[config.mk]
export PLATFORM = sky130hd
export DESIGN_NAME = byte_window_reader
export DESIGN_NICKNAME = d
export VERILOG_FILES = /design/src/rtl/brd_pkg.sv /design/src/rtl/brd_req_check.sv /design/src/rtl/brd_lane_pick.sv /design/src/rtl/byte_window_reader.sv
export SDC_FILE = /design/constraint.sdc
export NUM_CORES = 1
export LEC_CHECK = 0
export CAP_MARGIN = 30
export CORE_AREA = 2 2 101 103
export DETAILED_ROUTE_END_ITERATION = 6
export DIE_AREA = 0 0 103 105
export DONT_BUFFER_PORTS = 1
export GPL_TIMING_DRIVEN = 0
export PLACE_DENSITY = 0.67
export SYNTH_ARGS = -nofsm -noshare
export SYNTH_HDL_FRONTEND = slang
export SYNTH_SLANG_ARGS = --single-unit
[constraint.sdc]
create_clock -name clk -period 3.86 [get_ports clk]
set_input_delay 0.386 -clock clk [delete_from_list [all_inputs] [get_ports clk]]
set_output_delay 0.386 -clock clk [all_outputs]
set_load 0.01 [all_outputs]
[src/rtl/brd_pkg.sv]
// Package: shared state encoding and status codes for the byte-window reader.
// Assumes: status code 0 means success; reader error codes are non-zero.
package brd_pkg;
    typedef enum logic [2:0] {
        ST_IDLE,
        ST_ASK,
        ST_WAIT,
        ST_SEND,
        ST_DONE
    } brd_state_e;

    localparam logic [7:0] CODE_OK     = 8'd0;
    localparam logic [7:0] CODE_BADARG = 8'd22;
endpackage

[src/rtl/brd_req_check.sv]
// Module: argument check and block arithmetic for one request.
// Does: flags a negative offset, a non-positive size, or a run past the window;
//       adds the base and splits the absolute byte address into block and lane.
// Assumes: BLOCK is a power of two; LANE_W is max(1, log2(BLOCK)).
module brd_req_check #(
    parameter int OFS_W  = 8,
    parameter int LEN_W  = 8,
    parameter int WINDOW = 32,
    parameter int BASE   = 96,
    parameter int BLOCK  = 4,
    parameter int WA_W   = 6,
    parameter int LANE_W = 2
) (
    input  logic [OFS_W-1:0]  ofs,
    input  logic [LEN_W-1:0]  size,
    output logic              bad,
    output logic [WA_W-1:0]   start_blk,
    output logic [LANE_W-1:0] start_lane
);
    localparam int MAXW   = (OFS_W > LEN_W) ? OFS_W : LEN_W;
    localparam int SPAN_W = $clog2(BASE + WINDOW + 1);
    localparam int EXT    = ((MAXW > SPAN_W) ? MAXW : SPAN_W) + 1;
    localparam int LG     = $clog2(BLOCK);

    logic [EXT-1:0] ofs_u, size_u, end_u, abs_u;

    // Widen both operands and form the run end and the absolute start.
    always_comb begin
        ofs_u  = EXT'(ofs);
        size_u = EXT'(size);
        end_u  = ofs_u + size_u;
        abs_u  = ofs_u + EXT'(BASE);
        bad    = ofs[OFS_W-1] | size[LEN_W-1] | (size == '0) | (end_u > EXT'(WINDOW));
        start_blk = WA_W'(abs_u >> LG);
    end

    generate
        if (LG == 0) begin : g_byte_mode
            // Block size 1: every byte is its own block, lane is always zero.
            assign start_lane = '0;
        end else begin : g_block_mode
            // Lane is the low address bits inside the block.
            assign start_lane = abs_u[LG-1:0];
        end
    endgenerate
endmodule

[src/rtl/brd_lane_pick.sv]
// Module: selects one byte lane of a fetched word, little-endian.
// Assumes: lane < BLOCK; for BLOCK == 1 the lane input is unused.
module brd_lane_pick #(
    parameter int BLOCK  = 4,
    parameter int LANE_W = 2
) (
    input  logic [BLOCK*8-1:0] word,
    input  logic [LANE_W-1:0]  lane,
    output logic [7:0]         pick
);
    generate
        if (BLOCK == 1) begin : g_single
            logic unused_lane;
            // Only one lane exists; pass it straight through.
            assign unused_lane = ^lane;
            assign pick        = word[7:0];
        end else begin : g_multi
            // Lane l occupies bits 8l+7:8l.
            always_comb pick = word[lane*8 +: 8];
        end
    endgenerate
endmodule

[src/rtl/byte_window_reader.sv]
// Module: byte-granular read front end over a word-organized fuse reader.
// Does: checks a byte request against the window, adds BASE, fetches every
//       covering word in turn, streams the requested bytes, then one status.
// Assumes: one request in flight; a word response arrives as a one-cycle
//          pulse after its request was taken; reader error codes are non-zero.
module byte_window_reader
    import brd_pkg::*;
#(
    parameter int OFS_W  = 8,
    parameter int LEN_W  = 8,
    parameter int WINDOW = 32,
    parameter int BASE   = 96,
    parameter int BLOCK  = 4,
    parameter int WA_W   = $clog2((BASE + WINDOW + BLOCK - 1) / BLOCK + 1)
) (
    input  logic               clk,
    input  logic               rst_n,
    input  logic               req_valid,
    output logic               req_ready,
    input  logic [OFS_W-1:0]   req_offset,
    input  logic [LEN_W-1:0]   req_size,
    output logic               byte_valid,
    input  logic               byte_ready,
    output logic [7:0]         byte_data,
    output logic               byte_last,
    output logic               stat_valid,
    input  logic               stat_ready,
    output logic [7:0]         stat_code,
    output logic [LEN_W-1:0]   stat_count,
    output logic               wrd_req_valid,
    input  logic               wrd_req_ready,
    output logic [WA_W-1:0]    wrd_req_addr,
    input  logic               wrd_rsp_valid,
    input  logic [BLOCK*8-1:0] wrd_rsp_data,
    input  logic               wrd_rsp_err,
    input  logic [7:0]         wrd_rsp_code
);
    localparam int LG     = $clog2(BLOCK);
    localparam int LANE_W = (LG > 0) ? LG : 1;
    localparam logic [LANE_W-1:0] LANE_TOP = LANE_W'(BLOCK - 1);

    brd_state_e         state_q;
    logic [WA_W-1:0]    blk_q;
    logic [LANE_W-1:0]  lane_q;
    logic [LEN_W-1:0]   left_q, sent_q, count_q;
    logic [7:0]         code_q;
    logic [BLOCK*8-1:0] word_q;

    logic               chk_bad;
    logic [WA_W-1:0]    chk_blk;
    logic [LANE_W-1:0]  chk_lane;

    brd_req_check #(
        .OFS_W(OFS_W), .LEN_W(LEN_W), .WINDOW(WINDOW), .BASE(BASE),
        .BLOCK(BLOCK), .WA_W(WA_W), .LANE_W(LANE_W)
    ) u_check (
        .ofs(req_offset), .size(req_size),
        .bad(chk_bad), .start_blk(chk_blk), .start_lane(chk_lane)
    );

    brd_lane_pick #(.BLOCK(BLOCK), .LANE_W(LANE_W)) u_pick (
        .word(word_q), .lane(lane_q), .pick(byte_data)
    );

    // Port outputs decoded from the controller state.
    always_comb begin
        req_ready     = (state_q == ST_IDLE);
        wrd_req_valid = (state_q == ST_ASK);
        wrd_req_addr  = blk_q;
        byte_valid    = (state_q == ST_SEND);
        byte_last     = (left_q == LEN_W'(1));
        stat_valid    = (state_q == ST_DONE);
        stat_code     = code_q;
        stat_count    = count_q;
    end

    // Request controller: check, fetch, stream, report.
    always_ff @(posedge clk) begin
        if (!rst_n) begin
            state_q <= ST_IDLE;
            blk_q   <= '0;
            lane_q  <= '0;
            left_q  <= '0;
            sent_q  <= '0;
            count_q <= '0;
            code_q  <= CODE_OK;
            word_q  <= '0;
        end else begin
            case (state_q)
                ST_IDLE: if (req_valid) begin
                    if (chk_bad) begin
                        code_q  <= CODE_BADARG;
                        count_q <= '0;
                        state_q <= ST_DONE;
                    end else begin
                        blk_q   <= chk_blk;
                        lane_q  <= chk_lane;
                        left_q  <= req_size;
                        sent_q  <= '0;
                        state_q <= ST_ASK;
                    end
                end
                ST_ASK: if (wrd_req_ready) state_q <= ST_WAIT;
                ST_WAIT: if (wrd_rsp_valid) begin
                    if (wrd_rsp_err) begin
                        code_q  <= wrd_rsp_code;
                        count_q <= sent_q;
                        state_q <= ST_DONE;
                    end else begin
                        word_q  <= wrd_rsp_data;
                        state_q <= ST_SEND;
                    end
                end
                ST_SEND: if (byte_ready) begin
                    sent_q <= sent_q + LEN_W'(1);
                    left_q <= left_q - LEN_W'(1);
                    if (left_q == LEN_W'(1)) begin
                        code_q  <= CODE_OK;
                        count_q <= sent_q + LEN_W'(1);
                        state_q <= ST_DONE;
                    end else if (lane_q == LANE_TOP) begin
                        lane_q  <= '0;
                        blk_q   <= blk_q + WA_W'(1);
                        state_q <= ST_ASK;
                    end else begin
                        lane_q <= lane_q + LANE_W'(1);
                    end
                end
                ST_DONE: if (stat_ready) state_q <= ST_IDLE;
                default: state_q <= ST_IDLE;
            endcase
        end
    end

    // no request is taken while any later phase is in progress.
    a_r10_busy_blocks_req: assert property (@(posedge clk) disable iff (!rst_n)
        (byte_valid || wrd_req_valid || stat_valid) |-> !req_ready);

    // a stalled byte holds its data and last flag.
    a_r11_byte_hold: assert property (@(posedge clk) disable iff (!rst_n)
        (byte_valid && !byte_ready) |=> (byte_valid && $stable(byte_data) && $stable(byte_last)));

    // a stalled word request holds its address.
    a_r12_addr_hold: assert property (@(posedge clk) disable iff (!rst_n)
        (wrd_req_valid && !wrd_req_ready) |=> (wrd_req_valid && $stable(wrd_req_addr)));

    // a failed word goes straight to status with the reader's code.
    a_r9_err_to_status: assert property (@(posedge clk) disable iff (!rst_n)
        (state_q == ST_WAIT && wrd_rsp_valid && wrd_rsp_err)
            |=> (stat_valid && !wrd_req_valid && !byte_valid && stat_code == $past(wrd_rsp_code)));

    // the last byte taken is followed by a success status.
    a_r8_last_then_ok: assert property (@(posedge clk) disable iff (!rst_n)
        (byte_valid && byte_ready && byte_last) |=> (stat_valid && stat_code == CODE_OK));
endmodule

==> summary.txt <==
Drt
  – Via Count: between 3000 and 4000
  – Post-DRT Antenna Nets: 0
  – First-pass iteration count of the detailed router: 5
  – DR vias/cell: 5.78
  – DRT iter0 DRCs: 245
  – Drt wl/cell: ~18 um
  – # DRC: 0
  – Drt total wl: 11600 um

Die
  – Boundary Pins: 99
  – FP Rows: 36
  – Core ar.: 9640 um^2
  – Chip height: about 110 um
  – DIE AREA: roughly 11000 um^2
  – Die width: 103 um
  – Initial Util: 0.438

Run
  – Max_cap viols: 0

STA
  – Pin slew with the least headroom to its limit: 0.743 ns
  – Total Neg Setup Slack: 0 ns
  – Final setup violation count: 0
  – Final Hold Fails: 0
  – Rel. slew slack: 0.500
  – Clock skew: 0.00704 ns
  – Clock period minus worst slack: 2.46 ns
  – Final worst path period share: 0.638
  – RSZ-0062 raised after global routing: no
  – Peak Freq: 406 MHz
  – Final worst slack: 1.40 ns
  – Fin Hold WS: 0.131 ns
  – Max-slew violations: 0

Setup path
  – Setup crit start: state_q[0]
  – Reg-to-Reg Start: state_q[0]
  – Reg-to-Reg End: left_q[6]
  – Crit. End Element: output pin
  – Reg2Reg Setup Slack: 1.50 ns
  – Critical path class: reg2out
  – Crit path required time: 3.47 ns
  – Worst EP arrival: 2.08 ns
  – Worst reg2reg path depth: 8
  – CP startpoint kind: register
  – End point of the critical path: byte_valid
  – Crit-path max FO: 10

CTS
  – Hold_buf cts: 0
  – CTS tree: done
  – CTS HTree Levels: 3
  – TritonCTS Buffers: 9
  – Worst skew pair latency: 0.37 ns
  – Worst-path clk slew: 0.09 ns
  – Maximum root-to-sink buffer count: 2
  – Root buf cell: clkbuf_8
  – TritonCTS Sinks: 75
  – Post-CTS sizing: 0
  – Post-CTS Setup Bufs: 0

Global routing
  – Vias in the first global route: 3643
  – Global-route wire length before repair: 18000 um
  – GRT Residual Overflow: 0
  – Antenna violations before repair: 0
  – Largest net degree at the start of global routing: 17
  – GRT Total Usage: 0.214

Synthesis
  – Register area share after synthesis: 0.356
  – #FFs+latches synth: 75
  – Post-Syn Area: 4220 um^2
  – EDFF count, synth: 0
  – Post-synth top area share: 0.356
  – Prevailing post-synth register cell: dfxtp_1
  – Area contributors post-synth: dfxtp_1, nand2_1, a21oi_1, mux4_2, ha_1
  – Mapped Nets: ~600
  – Largest area contributor in the netlist: dfxtp_1
  – Asr flop ratio synth: 0
  – Gate Count Post-Synth: about 510
  – Yosys cell types: 67
  – Avg Cell Area, Syn: 8.25 um^2
  – Yosys warns: 0

Placed design
  – Placement Setup Slack: 1.13 ns
  – Hpwl dp: slightly below 9000 um
  – I/O Buffers: 0
  – RePlAce Congestion: roughly 0.94

Power and ir drop
  – Static Leakage: roughly 1.6 nW
  – Max IR drop VDD: ~0.00015 V
  – Total power: 1.57 mW
  – Pwr per Cell Area: 342 nW/um^2

Worst hold path
  – Hold Path Class: in2reg

Final layout
  – Number of antenna diodes: 0
  – NumNets Final: 602
  – Area Overhead vs Synth: 8.96%
  – Fillers: just under 1000
  – Most common cell after layout, fill and taps aside: nand2_1
  – Most frequent cells in the layout: nand2_1, dfxtp_1, a21oi_1
  – Share of cells above drive strength 1: 0.106

Run status
  – Status: finished, final reports clean
-- power breakdown --
part	switching, mW	internal [mW]	total (mW)
registers	0.00527	0.778	0.783
clock network	0.339	0.317	0.656
logic	0.0835	0.0507	0.134
total	0.428	1.15	1.57
-- layout make-up --
| class | count | area, um^2 | share of cell area |
|---|---|---|---|
| clock inverters | 7 | 87.6 | 0.0191 |
| well taps | 133 | 166 | 0.0362 |
| multi-input cells | 377 | 2480 | 0.539 |
| flip-flops and latches | 75 | 1500 | 0.327 |
| plain buffers | 33 | 141 | 0.0308 |
| inverters | 26 | 97.6 | 0.0212 |
| clock buffers | 9 | 124 | 0.0270 |
-- synthesized netlist by cell type (all sizes together) (4+ instances only) --
cell    count
and2        4
xor2       10
a211oi      8
nand2     110
a21oi      45
or4         4
mux4        9
o31ai       7
ha         15
o32ai      10
nand3      17
xnor2       4
nand4       7
inv        25
nor2       24
dfxtp      75
buf        10
nor3       12
o21ai      23
mux2i       6
clkbuf     23
and3        6
a31oi       7
-- metrics by stage --
stage | std cells | util | cell area (um^2)
after global routing | 660 | 0.477 | 4600
after floorplan | 511 | - | 4220
after detailed placement | 644 | 0.455 | 4380
after CTS | 660 | 0.477 | 4600
final | 660 | 0.477 | 4600
after global placement | 644 | 0.455 | 4380
-- state kept, by name, summed over array words and instances, names as in the netlist --
register	flops
wrd_req_addr	6
lane_q	2
stat_count	8
sent_q	8
left_q	8
state_q	3
word_q	32
stat_code	8
-- how the worst min path moves through the flow --
stage	cells past startpoint	end	from	slack, ns
floorplan	2	word_q[16]	word_q[16]	0.43
global route	2	stat_code[7]	wrd_rsp_code[7]	0.13
global placement	2	word_q[15]	word_q[15]	0.44
finish	2	stat_code[5]	wrd_rsp_code[5]	0.13
detailed placement	2	word_q[21]	word_q[21]	0.45
CTS	2	stat_code[5]	wrd_rsp_code[5]	0.12
-- routing by layer --
metal | global-route usage | share of wire | routed length, um
met3 | 0.0736 | 0.092 | 1070
met5 | 0 | 0 | 0
met2 | 0.340 | 0.47 | 5460
met4 | 0.0742 | 0.019 | 219
met1 | 0.269 | 0.42 | 4820
-- critical path: stages (launching register included) --
cell and delay [ns]:
dfxtp_1 0.39, nor2b_1 0.30, nand2_1 0.25, clkinv_1 0.23, buf_1 0.54
-- kinds of logic (layout without fill, tap and decap cells) --
group,after synthesis,in the layout,synth area share
and+or+nand+nor,203,203,0.223
AOI/OAI and AO/OA,129,129,0.224
DFF,75,75,0.356
buffers and inverters,59,75,0.0567
adders and majority gates,16,16,0.0492
muxes,15,15,0.0623
xor gates and xnor gates,14,14,0.0291
Power figures use the tool's default switching activity.
